### src/rtl/adc_cal_pkg.sv
`timescale 1ns/1ps
package adc_cal_pkg;

    localparam logic [2:0] MODE_IDLE  = 3'd0;
    localparam logic [2:0] MODE_CONV  = 3'd1;
    localparam logic [2:0] MODE_SOFS  = 3'd2;
    localparam logic [2:0] MODE_SGAIN = 3'd3;
    localparam logic [2:0] MODE_XOFS  = 3'd4;
    localparam logic [2:0] MODE_XGAIN = 3'd5;

    typedef enum logic [1:0] {
        CMD_IDLE,
        CMD_CONV,
        CMD_CAL
    } mode_cmd_t;

    typedef enum logic [1:0] {
        ROUTE_EXT  = 2'd0,
        ROUTE_ZERO = 2'd1,
        ROUTE_FULL = 2'd2
    } route_t;

    typedef enum logic [2:0] {
        ST_IDLE,
        ST_CONV,
        ST_OFS,
        ST_GZERO,
        ST_GFULL,
        ST_DIV
    } seq_state_t;

    typedef struct packed {
        logic is_gain;
        logic is_sys;
    } cal_kind_t;

endpackage

### src/rtl/adc_cal_mode_dec.sv
`timescale 1ns/1ps
module adc_cal_mode_dec
    import adc_cal_pkg::*;
(
    input  logic [2:0] code,
    output mode_cmd_t  cmd,
    output cal_kind_t  kind
);

    always_comb begin
        cmd  = CMD_IDLE;
        kind = '0;
        unique case (code)
            MODE_IDLE:  cmd = CMD_IDLE;
            MODE_CONV:  cmd = CMD_CONV;
            MODE_SOFS:  cmd = CMD_CAL;
            MODE_SGAIN: begin
                cmd          = CMD_CAL;
                kind.is_gain = 1'b1;
            end
            MODE_XOFS: begin
                cmd         = CMD_CAL;
                kind.is_sys = 1'b1;
            end
            MODE_XGAIN: begin
                cmd          = CMD_CAL;
                kind.is_gain = 1'b1;
                kind.is_sys  = 1'b1;
            end
            default:    cmd = CMD_IDLE;  // spare codes behave as idle
        endcase
    end

endmodule

### src/rtl/adc_cal_strobe_cnt.sv
`timescale 1ns/1ps
module adc_cal_strobe_cnt #(
    parameter int CNT_W = 2
) (
    input  logic             clk,
    input  logic             rst_n,
    input  logic             clr,
    input  logic             en,
    input  logic             strobe,
    input  logic [CNT_W-1:0] target,
    output logic             last
);

    logic [CNT_W-1:0] cnt_q;

    always_ff @(posedge clk or negedge rst_n) begin
        if (!rst_n) begin
            cnt_q <= '0;
        end else if (clr) begin
            cnt_q <= '0;
        end else if (en && strobe) begin
            cnt_q <= cnt_q + 1'b1;
        end
    end

    // The strobe that completes the measurement window.
    assign last = en && strobe && (cnt_q == target - CNT_W'(1));

endmodule

### src/rtl/adc_cal_rdiv.sv
`timescale 1ns/1ps
module adc_cal_rdiv #(
    parameter int NUM_W = 32,
    parameter int DEN_W = 17,
    parameter int Q_W   = 16
) (
    input  logic             clk,
    input  logic             rst_n,
    input  logic             start,
    input  logic [NUM_W-1:0] num,
    input  logic [DEN_W-1:0] den,
    output logic             done,
    output logic [Q_W-1:0]   quot
);

    localparam int IT_W = $clog2(NUM_W);

    logic [NUM_W-1:0] num_q;
    logic [NUM_W-1:0] q_q;
    logic [DEN_W-1:0] den_q;
    logic [DEN_W-1:0] rem_q;
    logic [IT_W-1:0]  it_q;
    logic             run_q;
    logic             done_q;

    logic [DEN_W:0]   trial;
    logic             ge;
    logic [DEN_W-1:0] rem_d;

    // One restoring step per cycle: shift in a dividend bit, try the subtract.
    always_comb begin
        trial = {rem_q, num_q[NUM_W-1]};
        ge    = (trial >= {1'b0, den_q});
        rem_d = ge ? DEN_W'(trial - {1'b0, den_q}) : trial[DEN_W-1:0];
    end

    always_ff @(posedge clk or negedge rst_n) begin
        if (!rst_n) begin
            num_q  <= '0;
            q_q    <= '0;
            den_q  <= '0;
            rem_q  <= '0;
            it_q   <= '0;
            run_q  <= 1'b0;
            done_q <= 1'b0;
        end else begin
            done_q <= 1'b0;
            if (start) begin
                num_q <= num;
                den_q <= den;
                rem_q <= '0;
                q_q   <= '0;
                it_q  <= '0;
                run_q <= 1'b1;
            end else if (run_q) begin
                rem_q <= rem_d;
                num_q <= {num_q[NUM_W-2:0], 1'b0};
                q_q   <= {q_q[NUM_W-2:0], ge};
                it_q  <= it_q + 1'b1;
                if (it_q == IT_W'(NUM_W - 1)) begin
                    run_q  <= 1'b0;
                    done_q <= 1'b1;
                end
            end
        end
    end

    assign done = done_q;
    // A zero divisor or a quotient wider than Q_W saturates to all ones.
    assign quot = ((den_q == '0) || (|q_q[NUM_W-1:Q_W])) ? '1 : q_q[Q_W-1:0];

endmodule

### src/rtl/adc_cal_coef_reg.sv
`timescale 1ns/1ps
module adc_cal_coef_reg #(
    parameter int          DW  = 16,
    parameter logic [DW-1:0] RST = '0
) (
    input  logic          clk,
    input  logic          rst_n,
    input  logic          bus_en,
    input  logic          bus_we,
    input  logic [DW-1:0] bus_data,
    input  logic          hw_we,
    input  logic [DW-1:0] hw_data,
    output logic [DW-1:0] q
);

    always_ff @(posedge clk or negedge rst_n) begin
        if (!rst_n) begin
            q <= RST;
        end else if (hw_we) begin
            q <= hw_data;
        end else if (bus_en && bus_we) begin
            q <= bus_data;
        end
    end

endmodule

### src/rtl/adc_cal_seq.sv
`timescale 1ns/1ps
module adc_cal_seq
    import adc_cal_pkg::*;
#(
    parameter int            DW         = 16,
    parameter logic [DW-1:0] NOM_SPAN   = 16'h4000,
    parameter int            CYC_CHOP   = 2,
    parameter int            CYC_NOCHOP = 3,
    parameter logic [DW-1:0] OFS_RST    = 16'h0000,
    parameter logic [DW-1:0] GAIN_RST   = 16'h8000
) (
    input  logic          clk,
    input  logic          rst_n,
    input  logic          mode_wr,
    input  logic [2:0]    mode_wdata,
    input  logic          chop_en,
    input  logic          filt_strobe,
    input  logic [DW-1:0] filt_data,
    input  logic          coef_wr_ofs,
    input  logic          coef_wr_gain,
    input  logic [DW-1:0] coef_wdata,
    output logic [2:0]    mode_q,
    output logic          busy,
    output logic          conv_active,
    output logic [1:0]    mux_sel,
    output logic          cal_done,
    output logic [DW-1:0] ofs_coef,
    output logic [DW-1:0] gain_coef
);

    localparam int CYC_MAX = (CYC_CHOP > CYC_NOCHOP) ? CYC_CHOP : CYC_NOCHOP;
    localparam int CNT_W   = $clog2(CYC_MAX + 1);
    localparam int NUM_W   = 2 * DW;
    localparam int DEN_W   = DW + 1;
    localparam logic [NUM_W-1:0] GAIN_NUM = NUM_W'(NOM_SPAN) << (DW - 1);

    seq_state_t state_q, state_d;
    mode_cmd_t  dec_cmd;
    cal_kind_t  dec_kind;
    route_t     route;

    logic [2:0]       cal_code_q;
    logic             sys_q;
    logic             chop_q;
    logic [DW-1:0]    zero_q;
    logic             done_q;

    logic             start_cal;
    logic             cnt_clr;
    logic             cnt_en;
    logic             cnt_last;
    logic [CNT_W-1:0] cnt_target;
    logic             zero_we;
    logic             ofs_hw_we;
    logic             gain_hw_we;
    logic             div_start;
    logic             div_done;
    logic [DW-1:0]    div_quot;
    logic signed [DW:0] span;
    logic [DEN_W-1:0] div_den;
    logic             idle_now;

    adc_cal_mode_dec u_dec (
        .code (mode_wdata),
        .cmd  (dec_cmd),
        .kind (dec_kind)
    );

    assign cnt_target = chop_q ? CNT_W'(CYC_CHOP) : CNT_W'(CYC_NOCHOP);
    assign cnt_en     = (state_q == ST_OFS) || (state_q == ST_GZERO) || (state_q == ST_GFULL);

    adc_cal_strobe_cnt #(.CNT_W(CNT_W)) u_cnt (
        .clk    (clk),
        .rst_n  (rst_n),
        .clr    (cnt_clr),
        .en     (cnt_en),
        .strobe (filt_strobe),
        .target (cnt_target),
        .last   (cnt_last)
    );

    // Measured span; a non-positive span is handed over as zero so the divider saturates.
    assign span    = $signed({filt_data[DW-1], filt_data}) - $signed({zero_q[DW-1], zero_q});
    assign div_den = span[DW] ? '0 : $unsigned(span);

    adc_cal_rdiv #(.NUM_W(NUM_W), .DEN_W(DEN_W), .Q_W(DW)) u_div (
        .clk   (clk),
        .rst_n (rst_n),
        .start (div_start),
        .num   (GAIN_NUM),
        .den   (div_den),
        .done  (div_done),
        .quot  (div_quot)
    );

    assign idle_now = (state_q == ST_IDLE);

    adc_cal_coef_reg #(.DW(DW), .RST(OFS_RST)) u_ofs (
        .clk      (clk),
        .rst_n    (rst_n),
        .bus_en   (idle_now),
        .bus_we   (coef_wr_ofs),
        .bus_data (coef_wdata),
        .hw_we    (ofs_hw_we),
        .hw_data  (filt_data),
        .q        (ofs_coef)
    );

    adc_cal_coef_reg #(.DW(DW), .RST(GAIN_RST)) u_gain (
        .clk      (clk),
        .rst_n    (rst_n),
        .bus_en   (idle_now),
        .bus_we   (coef_wr_gain),
        .bus_data (coef_wdata),
        .hw_we    (gain_hw_we),
        .hw_data  (div_quot),
        .q        (gain_coef)
    );

    // State register.
    always_ff @(posedge clk or negedge rst_n) begin
        if (!rst_n) begin
            state_q <= ST_IDLE;
        end else begin
            state_q <= state_d;
        end
    end

    // Cycle context captured along the way.
    always_ff @(posedge clk or negedge rst_n) begin
        if (!rst_n) begin
            cal_code_q <= MODE_IDLE;
            sys_q      <= 1'b0;
            chop_q     <= 1'b0;
            zero_q     <= '0;
            done_q     <= 1'b0;
        end else begin
            done_q <= ofs_hw_we || gain_hw_we;
            if (start_cal) begin
                cal_code_q <= mode_wdata;
                sys_q      <= dec_kind.is_sys;
                chop_q     <= chop_en;
            end
            if (zero_we) begin
                zero_q <= filt_data;
            end
        end
    end

    // Next state and one-cycle controls.
    always_comb begin
        state_d    = state_q;
        start_cal  = 1'b0;
        cnt_clr    = 1'b0;
        zero_we    = 1'b0;
        ofs_hw_we  = 1'b0;
        gain_hw_we = 1'b0;
        div_start  = 1'b0;
        unique case (state_q)
            ST_IDLE, ST_CONV: begin
                if (mode_wr) begin
                    unique case (dec_cmd)
                        CMD_IDLE: state_d = ST_IDLE;
                        CMD_CONV: state_d = ST_CONV;
                        CMD_CAL: begin
                            start_cal = 1'b1;
                            cnt_clr   = 1'b1;
                            state_d   = dec_kind.is_gain ? ST_GZERO : ST_OFS;
                        end
                        default:  state_d = ST_IDLE;
                    endcase
                end
            end
            ST_OFS: begin
                if (cnt_last) begin
                    ofs_hw_we = 1'b1;
                    state_d   = ST_IDLE;
                end
            end
            ST_GZERO: begin
                if (cnt_last) begin
                    zero_we = 1'b1;
                    cnt_clr = 1'b1;
                    state_d = ST_GFULL;
                end
            end
            ST_GFULL: begin
                if (cnt_last) begin
                    div_start = 1'b1;
                    state_d   = ST_DIV;
                end
            end
            ST_DIV: begin
                if (div_done) begin
                    gain_hw_we = 1'b1;
                    state_d    = ST_IDLE;
                end
            end
            default: state_d = ST_IDLE;
        endcase
    end

    // Outputs decoded from the state.
    always_comb begin
        mode_q      = MODE_IDLE;
        busy        = 1'b0;
        conv_active = 1'b0;
        route       = ROUTE_EXT;
        unique case (state_q)
            ST_IDLE: mode_q = MODE_IDLE;
            ST_CONV: begin
                mode_q      = MODE_CONV;
                conv_active = 1'b1;
            end
            ST_OFS, ST_GZERO: begin
                mode_q = cal_code_q;
                busy   = 1'b1;
                route  = sys_q ? ROUTE_EXT : ROUTE_ZERO;
            end
            ST_GFULL: begin
                mode_q = cal_code_q;
                busy   = 1'b1;
                route  = sys_q ? ROUTE_EXT : ROUTE_FULL;
            end
            ST_DIV: begin
                mode_q = cal_code_q;
                busy   = 1'b1;
            end
            default: mode_q = MODE_IDLE;
        endcase
    end

    assign mux_sel  = route;
    assign cal_done = done_q;

endmodule

### config.mk
export PLATFORM = sky130hd
export DESIGN_NAME = adc_cal_seq
export DESIGN_NICKNAME = d
export VERILOG_FILES = /design/src/rtl/adc_cal_pkg.sv /design/src/rtl/adc_cal_mode_dec.sv /design/src/rtl/adc_cal_strobe_cnt.sv /design/src/rtl/adc_cal_rdiv.sv /design/src/rtl/adc_cal_coef_reg.sv /design/src/rtl/adc_cal_seq.sv
export SDC_FILE = /design/constraint.sdc
export NUM_CORES = 1
export LEC_CHECK = 0
export ABC_AREA = 1
export CAP_MARGIN = 15
export CORE_MARGIN = 1
export CORE_UTILIZATION = 30
export CTS_BUF_LIST = sky130_fd_sc_hd__clkbuf_4
export CTS_CLUSTER_SIZE = 24
export DETAILED_ROUTE_END_ITERATION = 6
export SETUP_SLACK_MARGIN = 0.15
export SLEW_MARGIN = 20
export SYNTH_ARGS = -nofsm -noshare
export SYNTH_HDL_FRONTEND = slang
export SYNTH_SLANG_ARGS = --single-unit
### constraint.sdc
create_clock -name clk -period 2.41 [get_ports clk]
set_input_delay 0.3615 -clock clk [delete_from_list [all_inputs] [get_ports clk]]
set_output_delay 0.3615 -clock clk [all_outputs]
set_load 0.03 [all_outputs]
# == Word-level counts from Yosys, hierarchy flattened ==
# Index checks and enable logic that the tools add are counted.
# word_totals
out_inout_bits,40
elab_cells,114
input_bits,42
regBits,164
# op_classes
magnitude_cmp,1
n_reduce_logical,22
n_eq_ne,19
muxes,51
addsub,5
# ops
cell,n
32-bit 2-to-1 mux,4
16-bit 2-to-1 mux,6
17-bit 2-to-1 mux,3
1-bit 2-to-1 mux,22
18-bit by 17-bit >= comparator with 1-bit output,1
17-bit zero test,1
16-bit by 16-bit subtractor with 17-bit output,1
17-bit subtractor,1
16-bit OR reduction,1
3-bit 2-to-1 mux,5
3-bit one-hot mux with 5 select lines,1
"3-bit by 2-bit == test with 1-bit output, second input constant",4
"3-bit == test, second input constant",4
2-bit one-hot mux with 2 select lines,3
5-bit 2-to-1 mux,2
"2-bit inequality test, second input constant",4
2-bit nonzero test,4
2-bit OR reduction,4
4-bit OR reduction,2
"3-bit by 1-bit == test with 1-bit output, second input constant",2
2-bit 2-to-1 mux,3
3-bit one-hot mux with 2 select lines,1
"5-bit by 1-bit adder with 5-bit output, second input constant",1
"5-bit == test, second input constant",1
other kinds (11),17

# == Logic depth before layout (Yosys ltp) ==
# logic_depth
word_depth,8
mapped_depth,15
mapped_depth_nobuf,14

# == Hierarchy ==
# From an unflattened synthesis, not the netlist that was laid out.
# unflattened
hier_cells,1339
area_unflattened_um2,9943.3
# modules_own_cells
module,area_per_inst_um2,n_inst,cells_per_inst,seq_area_each_um2
adc_cal_rdiv,5626.6,1,696,2627.5
adc_cal_seq,2298.5,1,365,625.6
adc_cal_coef_reg at u_gain,907.1,1,122,401.6
adc_cal_coef_reg at u_ofs,905.9,1,122,400.4
adc_cal_strobe_cnt,157.7,1,25,50.0
adc_cal_mode_dec,47.5,1,9,0.0

# == Least setup slack after synthesis ==
# No wires, ideal clock.
# synth_path
path_type,in2reg
start,input port filt_data[0]
end,register u_div.den_q[11]
setup_slack_ns,0.407
t_required_ns,2.293
n_path_buf,1
setup_ns,0.117
arrival_time_ns,1.886
stages,15
cell_sequence,inv_1 ha_1 inv_1 fa_1 nand3_1 nand2_1 nand2_1 nand2_1 nand3_1 nand2_1 nand2_1 nand2_2 buf_4 nand3_1 nand2_1
# synth_between
elab_chain_cells,2
# synth_lines
element,line_no,text
from (decl),adc_cal_seq.sv:18,"input logic [DW-1:0] filt_data,"
16-bit by 16-bit subtractor with 17-bit output,adc_cal_seq.sv:83,"assign span = $signed({filt_data[DW-1], filt_data}) - $signed({zero_q[DW-1], zero_q});"
16-bit 2-to-1 mux,adc_cal_seq.sv:84,assign div_den = span[DW] ? '0 : $unsigned(span);
to (signal assigned),adc_cal_rdiv.sv:50,den_q <= den;
to (decl),adc_cal_rdiv.sv:20,logic [DEN_W-1:0] den_q;
# Every way passes these cells.
# A chain may end at the register's enable or synchronous reset.

# == Worst setup path in the final report ==
# layout_path
start,register state_q[0]
end,output port mode_q[0]
# layout_between
elab_chain_cells,3
word_cells_on_any_way,7
cone_classes,eq/ne: 5; mux: 1; reduce/logical: 1
# layout_lines
element,line_no,text
from (decl),adc_cal_seq.sv:37,"seq_state_t state_q, state_d;"
from (signal assigned),adc_cal_seq.sv:125,state_q <= state_d;
3-bit by 2-bit == test with 1-bit output or 3-bit == test (tied branches),adc_cal_seq.sv:209,unique case (state_q)
4-bit OR reduction (no source line),n/a,
3-bit one-hot mux with 2 select lines *,adc_cal_seq.sv:209,
to (decl),adc_cal_seq.sv:22,"output logic [2:0] mode_q,"
# Mark *: on every way between the ends. The rest lies on a longest branch, timed or not.

==> summary.md <==
| Metric | Value |
|---|---|
| Synth area leaders | `dfrtp_1 42%, nand2_1 14%, inv_1 7.7%` |
| Maxcap violations | `0` |
| Finished Layout Cells | `1529` |
| Vias in the first global route | `7053` |
| Routability cong. | `0.9267` |
| Die width | `165.0 µm` |
| Share of cells above drive strength 1 | `0.09640` |
| Clk sink count | `134` |
| Critical path endpoint category | `output port` |
| Area Growth Syn to Fin | `22.60%` |
| DR iter-0 viols | `434` |
| Main synth FF type | `dfrtp_1` |
| # rows | `59` |
| Synth top area share | `0.4175` |
| Final setup violation count | `0` |
| Sequential area share after synthesis | `0.4208` |
| Register bit total from synthesis | `134` |
| Grt total ovfl | `0` |
| Placed Cells | `1491` |
| Post-Syn Instances | `1065` |
| Initial antenna violation count | `1` |
| Root Buffer | `clkbuf_4` |
| Critical path class | `flop to output port` |
| Worst path slowest cell | `dfrtp_1` |
| Core ar. | `26060 µm²` |
| Clk Latency, worst-skew pair | `570 ps` |
| Final Util | `0.3750` |
| GRT Util Overall | `0.1706` |
| Slew @ Worst Pin | `579.6 ps` |
| Vias per cell | `4.733` |
| Leak | `5.007 nW` |
| Period utilization | `0.8880` |
| Slowest stage delay, CP | `450 ps` |
| Synth Area per Inst | `7.485 µm²` |
| Die Y | `165.0 µm` |
| Initial core utilization | `0.3059` |
| Startpoint Class | `flop` |
| Layout fillers | `2685` |
| Synth cell count leaders | `294 x nand2_1, 164 x inv_1, 133 x dfrtp_1, 85 x nand3_1, 72 x nor2_1` |
| I/O Pins | `82` |
| Via count | `7236` |
| Largest net degree at the start of global routing | `49` |
| VDD IR max | `708.8 µV` |
| Run status | `complete, no violations` |
| Worst EP arrival | `1780 ps` |
| Avg WL per Cell | `14.32 µm` |
| Synth unique cells | `44` |
| Crit-path cells | `inv_4 > nand3_1 > nand2_2 > nor2_4 > inv_1 > nand2_1 > o21ai_0 > buf_4` |
| Post-DRT Antenna Nets | `0` |
| H-tree levels | `4` |
| PnR Total Power | `13.73 mW` |
| Setup TNS | `0 ps` |
| CTS tree | `yes` |
| Min cycle time layout | `2140 ps` |
| Final Max Tran Viols | `0` |
| Async SR Flop Fraction | `1.000` |
| Count leader, synth | `nand2_1` |
| Cell taking the most area after synthesis | `dfrtp_1` |
| Number of remaining DRC errors | `0` |
| EDFF count, synth | `0` |
| Final Hold Vio Count | `0` |
| Critical Path RT | `2050 ps` |
| Drt first pass iters | `5` |
| Clock-pin slew of the registers on the worst-case setup and hold paths | `150 ps` |
| Nets | `1261` |
| Post-DP HPWL | `16620 µm` |
| Power per cell area | `1405 nW/µm²` |
| Synth Net Count | `1146` |
| Hold crit path type | `input pin to asynchronous set/reset pin` |
| Fmax | `0.4673 GHz` |
| R2R Setup Slk | `300 ps` |
| Number of I/O port buffers | `81` |
| Worst rel slew slack | `0.6127` |
| Critical path fanouts, max | `5` |
| Unrepaired setup endpoints after global routing | `yes` |
| Drt total wl | `21900 µm` |
| Clk buf depth | `2` |
| Die footprint | `27230 µm²` |
| CTS Buf Count | `17` |
| Final Skew | `43.81 ps` |
| Netlist Area Pre-Place | `7971 µm²` |
| Yosys warns | `0` |
| First-pass GRT wire length | `36280 µm` |
## flip-flops by register name, summed over array words and instances (netlist names)
signal,flops
u_gain.q,16
cal_done,1
u_div.rem_q,17
sys_q,1
u_div.q_q,32
state_q,3
u_cnt.cnt_q,2
cal_code_q,3
u_ofs.q,16
u_div.num_q,3
chop_q,1
u_div.done,1
u_div.run_q,1
u_div.it_q,5
u_div.den_q,16
zero_q,16
## worst max-delay path: cells and delay by family (launching register included)
| kind | cells | cell delay, ps |
|---|---|---|
| AND/OR/NAND/NOR | 4 | 370 |
| flip-flops | 1 | 450 |
| buffers and inverters | 3 | 360 |
| AO/OA/AOI/OAI | 1 | 70 |
## final timing paths
path,startpoint,to,cells past startpoint
max,state_q[0],mode_q[0],8
min,rst_n,u_div.rem_q[16],2
max reg2reg,u_div.den_q[0],u_div.rem_q[7],11
min reg2reg,u_div.rem_q[16],u_div.rem_q[16],2
max in group asynchronous,rst_n,u_div.q_q[26],3
min in group clk,coef_wdata[6],u_ofs.q[6],3
## cell type report
type / instances / area (µm²) / area share
well taps: 335 / 419.2 / 0.04289
flip-flops and latches: 134 / 3354 / 0.3432
repair buffers: 129 / 1207 / 0.1235
clock inverters: 15 / 207.7 / 0.02125
diodes: 1 / 2.502 / 0.0002560
multi-input cells: 729 / 3815 / 0.3903
clock buffers: 17 / 127.6 / 0.01306
inverters: 169 / 639.4 / 0.06542
## kinds of logic after synthesis
| family | synth area share |
|---|---|
| XOR/XNOR | 0.01648 |
| buffers and inverters | 0.1037 |
| multiplexers | 0.004238 |
| AND/OR/NAND/NOR | 0.2806 |
| flip-flops | 0.4208 |
| AO/OA/AOI/OAI | 0.1110 |
| adder cells (fa/ha/maj) | 0.06310 |
## power by group
group | internal (mW) | switching [mW] | leakage [nW]
combinational | 3.13 | 5.07 | 3.17
sequential | 3.19 | 0.587 | 1.66
clock | 0.686 | 1.07 | 0.175
total | 7.00 | 6.72 | 5.01
## per-stage QoR
step	instance area [µm²]	setup WS (ps)	hold WS (ps)
2_1_floorplan	7971	406.6	65.91
3_3_place_gp	9385	-138.0	328.7
3_5_place_dp	9385	-182.1	326.9
4_1_cts	9728	-13.26	257.3
5_1_grt	9773	105.0	273.4
6_report	9773	270.0	271.9
## metal layers
layer  share of wire  global-route usage  up-vias
li1                -                   -     3676
met1            0.50              0.2432     3413
met2            0.46              0.2655      128
met3           0.034             0.02562       19
met4           0.013             0.04796        0
met5               0                   0        -
## cells in the final DEF, fill, tap and decap left out, types with 32 or more instances in the layout
master	count
a21oi_1	47
buf_4	44
clkdlybuf4s50_1	72
dfrtp_1	133
ha_1	36
inv_1	164
nand2_1	293
nand3_1	85
nor2_1	70
o21ai_0	36
o22ai_1	32
## timing repair
action / in CTS / in global routing
buffers inserted: 0 / 4
setup endpoints to repair: 7 / 23
hold buffers: 1 / 0
resized for setup: 19 / 15
pin swaps: 0 / 1
gates cloned: 0 / 0
endpoints found under the hold margin: 42 / 0
Power figures use the tool's default switching activity.
